### config.mk
export PLATFORM = sky130hd
export DESIGN_NAME = rcv_dispatch
export DESIGN_NICKNAME = d
export VERILOG_FILES = /design/src/rtl/rcv_disp_pkg.sv /design/src/rtl/rcv_rr_arbiter.sv /design/src/rtl/rcv_ctrl.sv /design/src/rtl/rcv_datapath.sv /design/src/rtl/rcv_dispatch.sv
export SDC_FILE = /design/constraint.sdc
export NUM_CORES = 1
export LEC_CHECK = 0
export ABC_AREA = 0
export BUFFER_PORTS_ARGS = -buffer_cell sky130_fd_sc_hd__buf_2
export CAP_MARGIN = 10
export CORE_ASPECT_RATIO = 0.6
export CORE_MARGIN = 8
export CORE_UTILIZATION = 35
export DETAILED_ROUTE_END_ITERATION = 7
export REMOVE_ABC_BUFFERS = 1
export SLEW_MARGIN = 30
export SYNTH_ARGS = -nofsm -noshare
export SYNTH_HDL_FRONTEND = slang
export SYNTH_SLANG_ARGS = --single-unit
### constraint.sdc
create_clock -name clk -period 4.3 [get_ports clk]
set_input_delay 1.29 -clock clk [delete_from_list [all_inputs] [get_ports clk]]
set_output_delay 1.29 -clock clk [all_outputs]
set_load 0.1 [all_outputs]
### src/rtl/rcv_disp_pkg.sv
package rcv_disp_pkg;
  typedef enum logic [1:0] {
    DEF_PRE        = 2'b00,
    DEF_POST_PIPE  = 2'b01,
    DEF_POST_OTHER = 2'b10,
    DEF_RESERVED   = 2'b11
  } defect_e;

  localparam int NUM_ACT      = 4;
  localparam int ACT_CONDOFF  = 0;
  localparam int ACT_FLUSH    = 1;
  localparam int ACT_ROLLBACK = 2;
  localparam int ACT_OSINT    = 3;

  typedef struct packed {
    logic accept;
    logic done;
  } ctl_strobe_t;
endpackage

### src/rtl/rcv_rr_arbiter.sv
module rcv_rr_arbiter #(
  parameter int NUM_HUBS = 4,
  localparam int IDX_W = (NUM_HUBS > 1) ? $clog2(NUM_HUBS) : 1
) (
  input  logic                clk,
  input  logic                rst_n,
  input  logic [NUM_HUBS-1:0] reqVec,
  input  logic                advance,
  output logic [NUM_HUBS-1:0] grantVec,
  output logic [IDX_W-1:0]    grantIdx,
  output logic                anyReq
);
  logic [IDX_W-1:0] lastIdx;

  always_comb begin
    logic found;
    found    = 1'b0;
    grantVec = '0;
    grantIdx = '0;
    for (int off = 1; off <= NUM_HUBS; off++) begin
      int cand;
      cand = int'(lastIdx) + off;
      if (cand >= NUM_HUBS) cand = cand - NUM_HUBS;
      if (!found && reqVec[cand]) begin
        found          = 1'b1;
        grantVec[cand] = 1'b1;
        grantIdx       = IDX_W'(cand);
      end
    end
  end

  assign anyReq = |reqVec;

  always_ff @(posedge clk) begin
    if (!rst_n) lastIdx <= IDX_W'(NUM_HUBS - 1);
    else if (advance) lastIdx <= grantIdx;
  end


  grant_onehot_chk: assert property (@(posedge clk) disable iff (!rst_n)
    $onehot0(grantVec));

  grant_req_chk: assert property (@(posedge clk) disable iff (!rst_n)
    (grantVec & ~reqVec) == '0);
endmodule

### src/rtl/rcv_ctrl.sv
module rcv_ctrl
  import rcv_disp_pkg::*;
#(
  parameter int NUM_HUBS = 4
) (
  input  logic                clk,
  input  logic                rst_n,
  input  logic                anyReq,
  input  logic [NUM_HUBS-1:0] grantVec,
  input  logic                actAck,
  output ctl_strobe_t         strobe,
  output logic                busy,
  output logic [NUM_HUBS-1:0] hubGrant
);
  always_comb begin
    strobe.accept = !busy && anyReq;
    strobe.done   = busy && actAck;
  end

  assign hubGrant = busy ? '0 : grantVec;

  always_ff @(posedge clk) begin
    if (!rst_n) busy <= 1'b0;
    else if (strobe.accept) busy <= 1'b1;
    else if (strobe.done) busy <= 1'b0;
  end


  no_grant_busy_chk: assert property (@(posedge clk) disable iff (!rst_n)
    busy |-> hubGrant == '0);

  busy_hold_chk: assert property (@(posedge clk) disable iff (!rst_n)
    (busy && !actAck) |=> busy);

  busy_release_chk: assert property (@(posedge clk) disable iff (!rst_n)
    (busy && actAck) |=> !busy);
endmodule

### src/rtl/rcv_datapath.sv
module rcv_datapath
  import rcv_disp_pkg::*;
#(
  parameter int NUM_HUBS = 4,
  parameter int CNT_W    = 8,
  localparam int IDX_W   = (NUM_HUBS > 1) ? $clog2(NUM_HUBS) : 1
) (
  input  logic                  clk,
  input  logic                  rst_n,
  input  ctl_strobe_t           strobe,
  input  logic [IDX_W-1:0]      grantIdx,
  input  logic [2*NUM_HUBS-1:0] hubTypeFlat,
  input  logic                  ckptPresent,
  input  logic [NUM_ACT-1:0]    ackVec,
  input  logic [1:0]            cntSel,
  output logic [NUM_ACT-1:0]    actVec,
  output logic                  actAck,
  output logic [CNT_W-1:0]      cntValue
);
  localparam logic [CNT_W-1:0] CNT_MAX = {CNT_W{1'b1}};

  defect_e            selType;
  logic [NUM_ACT-1:0] nextAct;
  logic [CNT_W-1:0]   cntQ [NUM_ACT];

  assign selType = defect_e'(hubTypeFlat[int'(grantIdx)*2 +: 2]);

  always_comb begin
    nextAct = '0;
    unique case (selType)
      DEF_PRE:       nextAct[ACT_CONDOFF] = 1'b1;
      DEF_POST_PIPE: nextAct[ACT_FLUSH]   = 1'b1;
      default: begin
        if (ckptPresent) nextAct[ACT_ROLLBACK] = 1'b1;
        else             nextAct[ACT_OSINT]    = 1'b1;
      end
    endcase
  end

  always_ff @(posedge clk) begin
    if (!rst_n) actVec <= '0;
    else if (strobe.accept) actVec <= nextAct;
    else if (strobe.done) actVec <= '0;
  end

  assign actAck = |(actVec & ackVec);

  for (genvar g = 0; g < NUM_ACT; g++) begin : g_cnt
    always_ff @(posedge clk) begin
      if (!rst_n) cntQ[g] <= '0;
      else if (strobe.done && actVec[g] && cntQ[g] != CNT_MAX)
        cntQ[g] <= cntQ[g] + 1'b1;
    end


    cnt_sat_chk: assert property (@(posedge clk) disable iff (!rst_n)
      cntQ[g] == CNT_MAX |=> cntQ[g] == CNT_MAX);
  end

  assign cntValue = cntQ[cntSel];


  one_action_chk: assert property (@(posedge clk) disable iff (!rst_n)
    $onehot0(actVec));

  act_hold_chk: assert property (@(posedge clk) disable iff (!rst_n)
    (actVec != '0 && !actAck) |=> $stable(actVec));
endmodule

### src/rtl/rcv_dispatch.sv
module rcv_dispatch
  import rcv_disp_pkg::*;
#(
  parameter int NUM_HUBS = 4,
  parameter int CNT_W    = 8,
  localparam int IDX_W   = (NUM_HUBS > 1) ? $clog2(NUM_HUBS) : 1
) (
  input  logic                  clk,
  input  logic                  rst_n,
  input  logic [NUM_HUBS-1:0]   hubReq,
  input  logic [2*NUM_HUBS-1:0] hubType,
  input  logic                  ckptPresent,
  output logic [NUM_HUBS-1:0]   hubGrant,
  output logic                  busy,
  output logic                  condOffReq,
  output logic                  flushReq,
  output logic                  rollbackReq,
  output logic                  osIntReq,
  input  logic                  condOffAck,
  input  logic                  flushAck,
  input  logic                  rollbackAck,
  input  logic                  osIntAck,
  input  logic [1:0]            cntSel,
  output logic [CNT_W-1:0]      cntValue
);
  ctl_strobe_t        strobe;
  logic [NUM_HUBS-1:0] grantVec;
  logic [IDX_W-1:0]   grantIdx;
  logic               anyReq;
  logic               actAck;
  logic [NUM_ACT-1:0] actVec;
  logic [NUM_ACT-1:0] ackVec;

  always_comb begin
    ackVec               = '0;
    ackVec[ACT_CONDOFF]  = condOffAck;
    ackVec[ACT_FLUSH]    = flushAck;
    ackVec[ACT_ROLLBACK] = rollbackAck;
    ackVec[ACT_OSINT]    = osIntAck;
  end

  rcv_rr_arbiter #(.NUM_HUBS(NUM_HUBS)) u_arb (
    .clk(clk), .rst_n(rst_n), .reqVec(hubReq), .advance(strobe.accept),
    .grantVec(grantVec), .grantIdx(grantIdx), .anyReq(anyReq)
  );

  rcv_ctrl #(.NUM_HUBS(NUM_HUBS)) u_ctrl (
    .clk(clk), .rst_n(rst_n), .anyReq(anyReq), .grantVec(grantVec),
    .actAck(actAck), .strobe(strobe), .busy(busy), .hubGrant(hubGrant)
  );

  rcv_datapath #(.NUM_HUBS(NUM_HUBS), .CNT_W(CNT_W)) u_dp (
    .clk(clk), .rst_n(rst_n), .strobe(strobe), .grantIdx(grantIdx),
    .hubTypeFlat(hubType), .ckptPresent(ckptPresent), .ackVec(ackVec),
    .cntSel(cntSel), .actVec(actVec), .actAck(actAck), .cntValue(cntValue)
  );

  assign condOffReq  = actVec[ACT_CONDOFF];
  assign flushReq    = actVec[ACT_FLUSH];
  assign rollbackReq = actVec[ACT_ROLLBACK];
  assign osIntReq    = actVec[ACT_OSINT];


  busy_act_chk: assert property (@(posedge clk) disable iff (!rst_n)
    busy == (actVec != '0));

  ckpt_ignored_chk: assert property (@(posedge clk) disable iff (!rst_n)
    (busy && !actAck) |=> $stable({rollbackReq, osIntReq}));
endmodule

== Word-level counts from Yosys, hierarchy flattened ==
Memories as Yosys holds them, arrays and structs flattened.
Cells that the tools add are included.
Widths: inputs -> output; s select.
Cells by class
  $add $sub $neg: 12
  magnitude comparators: 12
  eq/ne operators: 5
  shift-type cells: 1
  mux-type cells: 62
  bitwise gates (word level): 8
  reductions and logical operators: 26
Operators by type and width (number)
  $ge 32x1->1 const B: 4
  $ge 32x4->1 const B: 4
  $lt 32x4->1 const B: 4
  $mux 32: 4
  $sub 32x4->32 const B: 4
  $mux 1: 34
  $add 8x1->8 const B: 4
  $mux 8: 4
  $ne 8x8->1 const B: 4
  $mux 4: 7
  $logic_and 1x1->1: 17
  $or 4x4->4: 3
  $mux 2: 5
  $bmux 1 s2: 4
  $demux 1 s2: 4
  $reduce_or 4->1: 2
  $shiftx 8x4->2: 1
  $add 2x2->3 const B: 2
  $add 2x3->4 const B: 1
  $and 4x4->4: 1
  $logic_not 1->1: 4
  $or 1x1->1: 4
  $add 2x1->3 const B: 1
  $eq 2x1->1 const B: 1
  3 further kinds: 3
Storage, ports and cells
  register bits after elaboration: 7
  bits in writable memories: 32
  output and inout bits: 17
  memories: 1
Memory list
  u_dp.cntQ: depth 4, width 8, read ports 5, clocked after memory_dff 0, write ports 4, line rcv_datapath.sv:24  | logic [CNT_W-1:0] cntQ [NUM_ACT];

== Logic depth before layout (Yosys ltp) ==
Gate-level depths: netlist (run 1).
  depth in word-level cells: 21
  gate-level depth with buffers: 11
  depth with buffers taken out: 9

== Modules after synthesis ==
A second synthesis (run 1) with hierarchy kept.
Unflattened totals
  cells, all modules: 276
  area, all modules: 2824.0 sq um
By module, submodules not included
  rcv_datapath: times used 1, cells an instance 193, area each 2142.1 sq um
  rcv_rr_arbiter: times used 1, cells an instance 74, area each 595.6 sq um
  rcv_ctrl: times used 1, cells an instance 9, area each 86.3 sq um

== Least setup slack after synthesis (run 1) ==
No wires, ideal clock.
  kind: input to output
  from: input hubReq[3]
  to: output hubGrant[0]
  arrival: 3.650 ns
  required time: 3.010 ns
  slack: -0.640 ns
  stages on the path: 6
  cells stage by stage: buf_6 -> or3b_1 -> a211o_1 -> nand2_1 -> a221oi_1 -> nor2_1
On the way
  cells in the longest elaborated chain, start to end: 14
  elaborated cells on any way between the ends: 29
  those cells by class: mux: 20; bitwise: 3; reduce/logical: 6
Ends and longest elaborated chain
  start, declared: line rcv_dispatch.sv:10  | input logic [NUM_HUBS-1:0] hubReq,
  $bmux 1 s2: line rcv_rr_arbiter.sv:24  | if (!found && reqVec[cand]) begin
  $mux 1 (implied by the code) (2 in a row): line rcv_rr_arbiter.sv:24
  $mux 1: line rcv_rr_arbiter.sv:24
  $logic_not 1->1: line rcv_rr_arbiter.sv:24
  $logic_and 1x1->1: line rcv_rr_arbiter.sv:24
  $mux 1: line rcv_rr_arbiter.sv:24
  $logic_not 1->1: line rcv_rr_arbiter.sv:24
  $logic_and 1x1->1: line rcv_rr_arbiter.sv:24
  $mux 1: line rcv_rr_arbiter.sv:24
  $logic_not 1->1: line rcv_rr_arbiter.sv:24
  $logic_and 1x1->1: line rcv_rr_arbiter.sv:24
  $mux 4 (*): line rcv_rr_arbiter.sv:24
  $mux 4 (*): line rcv_ctrl.sv:20  | assign hubGrant = busy ? '0 : grantVec;
  end, declared: line rcv_dispatch.sv:13  | output logic [NUM_HUBS-1:0] hubGrant,
Every way passes the cells marked *; elsewhere a longest branch is shown, timed or not. The select of a mux whose other input is x is not followed.

== Worst setup path in the final report (run 1) ==
  from: input hubReq[3]
  to: output hubGrant[2]
Same word-level chain as after synthesis.

==> out/qor.yml, run 1 <==
core_sq_um: 7790
final_cell_mix: "nor2_1, buf_2, edfxtp_1"
mostFrequentLayoutCell: "nor2_1"
ys_types: 49
drc: 0
yosysWarningCount: 0
routedWlPerCell_um: 16.4
final.fill_count: 723
status: "finished, final reports clean"
final_cell_count_no_fill: 413
die_w_um: 131
ys_async_sr_fraction_pct: 0
antenna_found_initial: 0
crit_path_start_kind: "input port"
path_class: "in -> out"
grt_pass1_vias: 2117
min_period_ns: 4.14
syn_inst: 263
gp_congestion: 0.785
io_pins: 38
ys_ff_latch: 39
cts_buffers: 5
num_vias: 2165
layout.nets: 337
dpl.hpwl_um: 5150
busiest_layer: "met1"
multi_input_area_sq_um: 1580
worstPathArrival_ns: 2.85
cts.sinks: 39
whs_ns: 0.646
antenna_left: 0
grt_start_max_net_pins: 19
rows: 25
cts-root-buf: "clkbuf_16"
timing.final.crit_share_pct: 96.2
drive_gt1_share_pct: 27.2
viasPerCell: 5.24
seq_area_sq_um: 1100
fin_total_pwr_mw: 1.93
worst_pin_slew_ns: 0.546
required_ns: 3.01
wl_um: 6770
cts_tree: "built"
overflow: 0
final-setup-viol-count: 0
portBuffers: 37
synthFlopType: "edfxtp_1"
r2r_slack_ns: 1.50
dieArea_sq_um: 11200
insertion_delay_ns: 0.29
antenna_cells: 0
globalRouteMet1Util_pct: 18.5
cap_violations: 0
ys_seq_area_share_pct: 39.6
die_y_um: 85.1
initial_core_util_pct: 35.7
p_per_area_nw_per_um2: 576
grtUsageMet2_pct: 17.7
max_freq_mhz: 242
synth_area_sq_um: 2780
hold_path.class: "reg -> reg"
drt_iter0_drc: 241
grt_first_pass_wirelength_um: 11300
syn_to_final_growth_pct: 20.4
syn_area_per_cell_sq_um: 10.6
irDropWorstVdd_mv: 0.226
drv_slew: 0
worst_slew_margin_rel_pct: 63.2
cts_hold_buf: 0
first_pass_iters: 4
dp.cells: 404
ctsLongestPathBuffers: 2
grtUsageMet3_pct: 2.83
fin_skew_ns: 0.00479
finalHoldViolCount: 0
grt_usage_pct: 12.6
clkSlewWorstSetupHoldPaths_ns: 0.06
p_leak_nw: 1.30
htreeDepth: 2
cp-end-kind: "primary output"
synth-edff-count: 32
crit_fanout: 9
-- cell usage after synthesis, types with 2 or more instances --
cell type  count  area share (%)
a21oi_1        2            0.36
a221o_1        2            0.72
a221oi_1       4             1.3
a22oi_1        7             1.9
a32oi_1        2            0.63
and2_1         3            0.67
and3_1         8             1.8
buf_2          3            0.54
buf_6          4             1.6
clkbuf_1       7            0.94
dfxtp_1        7             5.0
edfxtp_1      32              35
ha_1          12             5.4
inv_1          6            0.81
mux2i_1        8             2.9
mux4_1         2             1.9
mux4_2         9             7.3
nand2_1       14             1.9
nand2b_1       3            0.67
nand3_1       17             3.1
nor2_1        46             6.2
nor2b_1        3            0.67
nor3b_1        2            0.54
o21ai_0        8             1.4
or2_2          5             1.1
xnor2_1        7             2.2
xor2_1        18             5.7
-- logic make-up (layout without fill, tap and decap cells) --
group / count (synthesis) / in the layout / share of synthesized area [%]
buffers and inverters: 22 / 64 / 4.22
DFF: 39 / 39 / 39.6
xor gates and xnor gates: 25 / 25 / 7.87
AOI/OAI and AO/OA: 34 / 34 / 10.7
adders and majority gates: 12 / 12 / 5.39
muxes: 21 / 21 / 12.9
and+or+nand+nor: 110 / 110 / 19.3
-- power breakdown --
| part | leakage [nW] | internal [mW] | switching [mW] | total (mW) |
|---|---|---|---|---|
| combinational | 0.828 | 0.382 | 0.614 | 0.996 |
| sequential | 0.388 | 0.446 | 0.0473 | 0.494 |
| clock | 0.0868 | 0.289 | 0.153 | 0.441 |
-- final cells by class --
cell class                      instances  area share, %
Timing Repair Buffer                   50           10.2
Clock inverter                          2           1.05
Multi-Input combinational cell        202           47.0
Inverter                                6          0.672
Clock buffer                            6           4.14
Tap cell                              108           4.03
Sequential cell                        39           32.9
-- worst paths after layout --
kind                    start              end  cells past startpoint
max                 hubReq[3]      hubGrant[2]                      8
min           u_dp.cntQ[0][0]  u_dp.cntQ[0][0]                      1
max reg2reg  u_arb.lastIdx[0]   u_dp.actVec[1]                     10
min reg2reg   u_dp.cntQ[0][0]  u_dp.cntQ[0][0]                      1
-- registers in the layout, summed over array words and instances (netlist names) --
signal and cells:
u_dp.actVec 4, u_ctrl.busy 1, u_dp.cntQ 32, u_arb.lastIdx 2
-- stage by stage --
step	utilization (%)	area [sq um]	setup WS [ns]	setup TNS (ns)
floorplan	-	2690	-0.539	-2.16
global placement	40.6	3160	0.113	0
detailed placement	40.6	3160	0.0703	0
CTS	42.8	3330	0.0668	0
global route	43.0	3350	-0.00731	-0.00731
finish	43.0	3350	0.163	0
-- worst max-delay path, stage by stage --
cell and delay, ns:
buf_2 0.14, mux4_2 0.56, nor2b_4 0.19, a22oi_1 0.08, nor2_1 0.09, a221oi_1 0.06, nor2_1 0.21, buf_12 0.21
-- metal layers --
metal / share of wire, % / vias to the layer above
li1: - / 1047
met1: 50 / 1057
met2: 43 / 52
met3: 5.8 / 9
met4: 1.1 / 0
met5: 0 / -
-- timing repair --
action                     CTS  global route
buffers inserted             0             1
resized for setup            0             4
hold endpoints to repair     0             0
setup endpoints to repair    0             4
(Power assumes the default switching activity.)
==> run 2, diff against run 1 <==
--- a/config.mk
+++ b/config.mk
@@ -12,6 +12,7 @@
 export CORE_MARGIN = 8
 export CORE_UTILIZATION = 35
 export DETAILED_ROUTE_END_ITERATION = 7
+export PLACE_DENSITY_LB_ADDON = 0.05
 export REMOVE_ABC_BUFFERS = 1
 export SLEW_MARGIN = 30
 export SYNTH_ARGS = -nofsm -noshare
==> run 2 against run 1 <==
  * Power fell by 4.3%
  * Cell area is 0.86% lower
  * Worst hold slack worse by 0.0041 ns
  * Wire length is 2.7% higher
  * Sequential share of layout area rose by 0.28 points
  * Register-to-register slack lost 0.02 ns
  * Critical path type unchanged
  * Largest power group unchanged
==> out/qor.yml, run 2 (synthesized netlist as in run 1, its figures left out) <==
status: "finished, final reports clean"
power_frac_comb_pct: 53.6
crit_fanout: 9
die_y_um: 85.1
portBuffers: 37
cp_cell_sequence: "buf_2, mux4_2, nor2b_4, a22oi_1, nor2_1, a221oi_1, nor2_1, buf_12"
grt_usage_pct: 12.7
cpPeakStageDelay_ns: 0.58
grt_start_max_net_pins: 19
required_ns: 3.01
slowest_stage: "mux4_2"
antenna_left: 0
drt_iter0_drc: 146
path_class: "in -> out"
drv_slew: 0
layout.nets: 338
routedWlPerCell_um: 16.8
final_cell_mix: "nor2_1, buf_2, edfxtp_1"
fin_tns_setup_ns: 0
core_sq_um: 7790
crit_top_cell: "nor2_1"
p_per_area_nw_per_um2: 557
dieArea_sq_um: 11200
antenna_cells: 0
antenna_found_initial: 0
dpl.hpwl_um: 5350
cts_buffers: 5
worstReg2RegStart: "u_arb.lastIdx[0]"
power_switching_mw: 0.811
syn_to_final_growth_pct: 19.3
reg_top3: "u_dp.cntQ x32, u_dp.actVec x4, u_arb.lastIdx x2"
hold_path_startpoint: "u_dp.cntQ[0][0]"
io_pins: 38
fin_skew_ns: 0.00648
power_frac_seq_pct: 26.6
min_to: "u_dp.cntQ[0][0]"
p_leak_nw: 1.29
worstPathArrival_ns: 2.89
viasPerCell: 5.14
rr_worst_depth: 10
drive_gt1_share_pct: 26.8
insertion_delay_ns: 0.29
largest_reg_flops: 32
min_period_ns: 4.18
gp_congestion: 0.765
overflow: 0
cts-root-buf: "clkbuf_16"
rows: 25
crit_path_start_kind: "input port"
max_freq_mhz: 239
cts_tree: "built"
final-setup-viol-count: 0
cap_violations: 0
power.internal_mw: 1.04
grt_first_pass_wirelength_um: 11200
reg2reg_to: "u_dp.actVec[1]"
largest-register: "u_dp.cntQ"
num_vias: 2128
cp_top_family: "multiplexers"
worst_slew_margin_rel_pct: 61.1
first_pass_iters: 4
clkPwrFrac_pct: 19.8
initial_core_util_pct: 35.7
cp-end-kind: "primary output"
htreeDepth: 2
rsz0062_at_grt: "false"
die_w_um: 131
hold_path.class: "reg -> reg"
fin_util_pct: 42.7
cts.sinks: 39
drc: 0
swShare_pct: 43.9
mostFrequentLayoutCell: "nor2_1"
r2r_slack_ns: 1.48
wl_um: 6950
whs_path_depth: 1
finalHoldViolCount: 0
ctsLongestPathBuffers: 2
clkSlewWorstSetupHoldPaths_ns: 0.06
fin_total_pwr_mw: 1.85
timing.final.crit_share_pct: 97.3
grt_pass1_vias: 2010
crit_buf_inv: 2
worst_pin_slew_ns: 0.577
irDropWorstVdd_mv: 0.232
cts_hold_buf: 0
-- run 2: how the worst max path moves through the flow --
stage | start | to | cells past startpoint
2_1_floorplan | hubReq[3] | hubGrant[0] | 5
3_3_place_gp | hubReq[3] | hubGrant[1] | 8
3_5_place_dp | hubReq[3] | hubGrant[2] | 8
4_1_cts | hubReq[3] | hubGrant[2] | 8
5_1_grt | hubReq[2] | hubGrant[2] | 8
6_report | hubReq[3] | hubGrant[2] | 8
-- run 2: stage by stage --
stage / worst slack [ns] / instances / cell area (sq um) / hold WS (ns)
CTS: 0.0577 / 413 / 3310 / 0.640
global route: 0.00137 / 414 / 3320 / 0.669
floorplan: -0.539 / 247 / 2690 / 0.580
global placement: 0.100 / 405 / 3170 / 0.621
finish: 0.118 / 414 / 3320 / 0.642
detailed placement: 0.0614 / 405 / 3170 / 0.636
-- run 2: worst register-to-register path: stages, from the launching register on --
cell,delay [ns]
dfxtp_1,0.33
inv_1,0.11
ha_1,0.43
mux4_1,0.48
buf_4,0.23
nand2b_4,0.15
a41oi_4,0.30
mux2i_1,0.26
mux2i_2,0.13
nor3b_1,0.21
o21a_1,0.14
-- run 2: what timing repair did --
item	4_1_cts	5_1_grt
gates resized for setup	0	2
buffers inserted	0	1
endpoints found under the setup margin	0	3
-- run 2: metal layers --
metal | track usage, % | up-vias | routed length [um]
li1 | - | 1046 | -
met1 | 20.6 | 1028 | 3990
met2 | 15.2 | 47 | 2520
met3 | 3.42 | 7 | 387
met4 | 2.83 | 0 | 55
met5 | 0 | - | 0
-- run 2: power by group through the flow --
stage	clock network, mW	logic [mW]	registers (mW)
6_report	0.365	0.991	0.493
5_1_grt	0.389	1.05	0.499
4_1_cts	0.371	0.981	0.492
3_5_place_dp	0	0.979	0.500
3_3_place_gp	0	0.985	0.500
2_1_floorplan	0	0.625	0.600
-- run 2: final cells by class --
cell class              instances  area [sq um]
repair buffers                 51           350
fillers                       769          4470
clock inverters                 3          15.0
flip-flops and latches         39          1100
well taps                     108           135
clock buffers                   5           125
inverters                       6          22.5
multi-input cells             202          1570
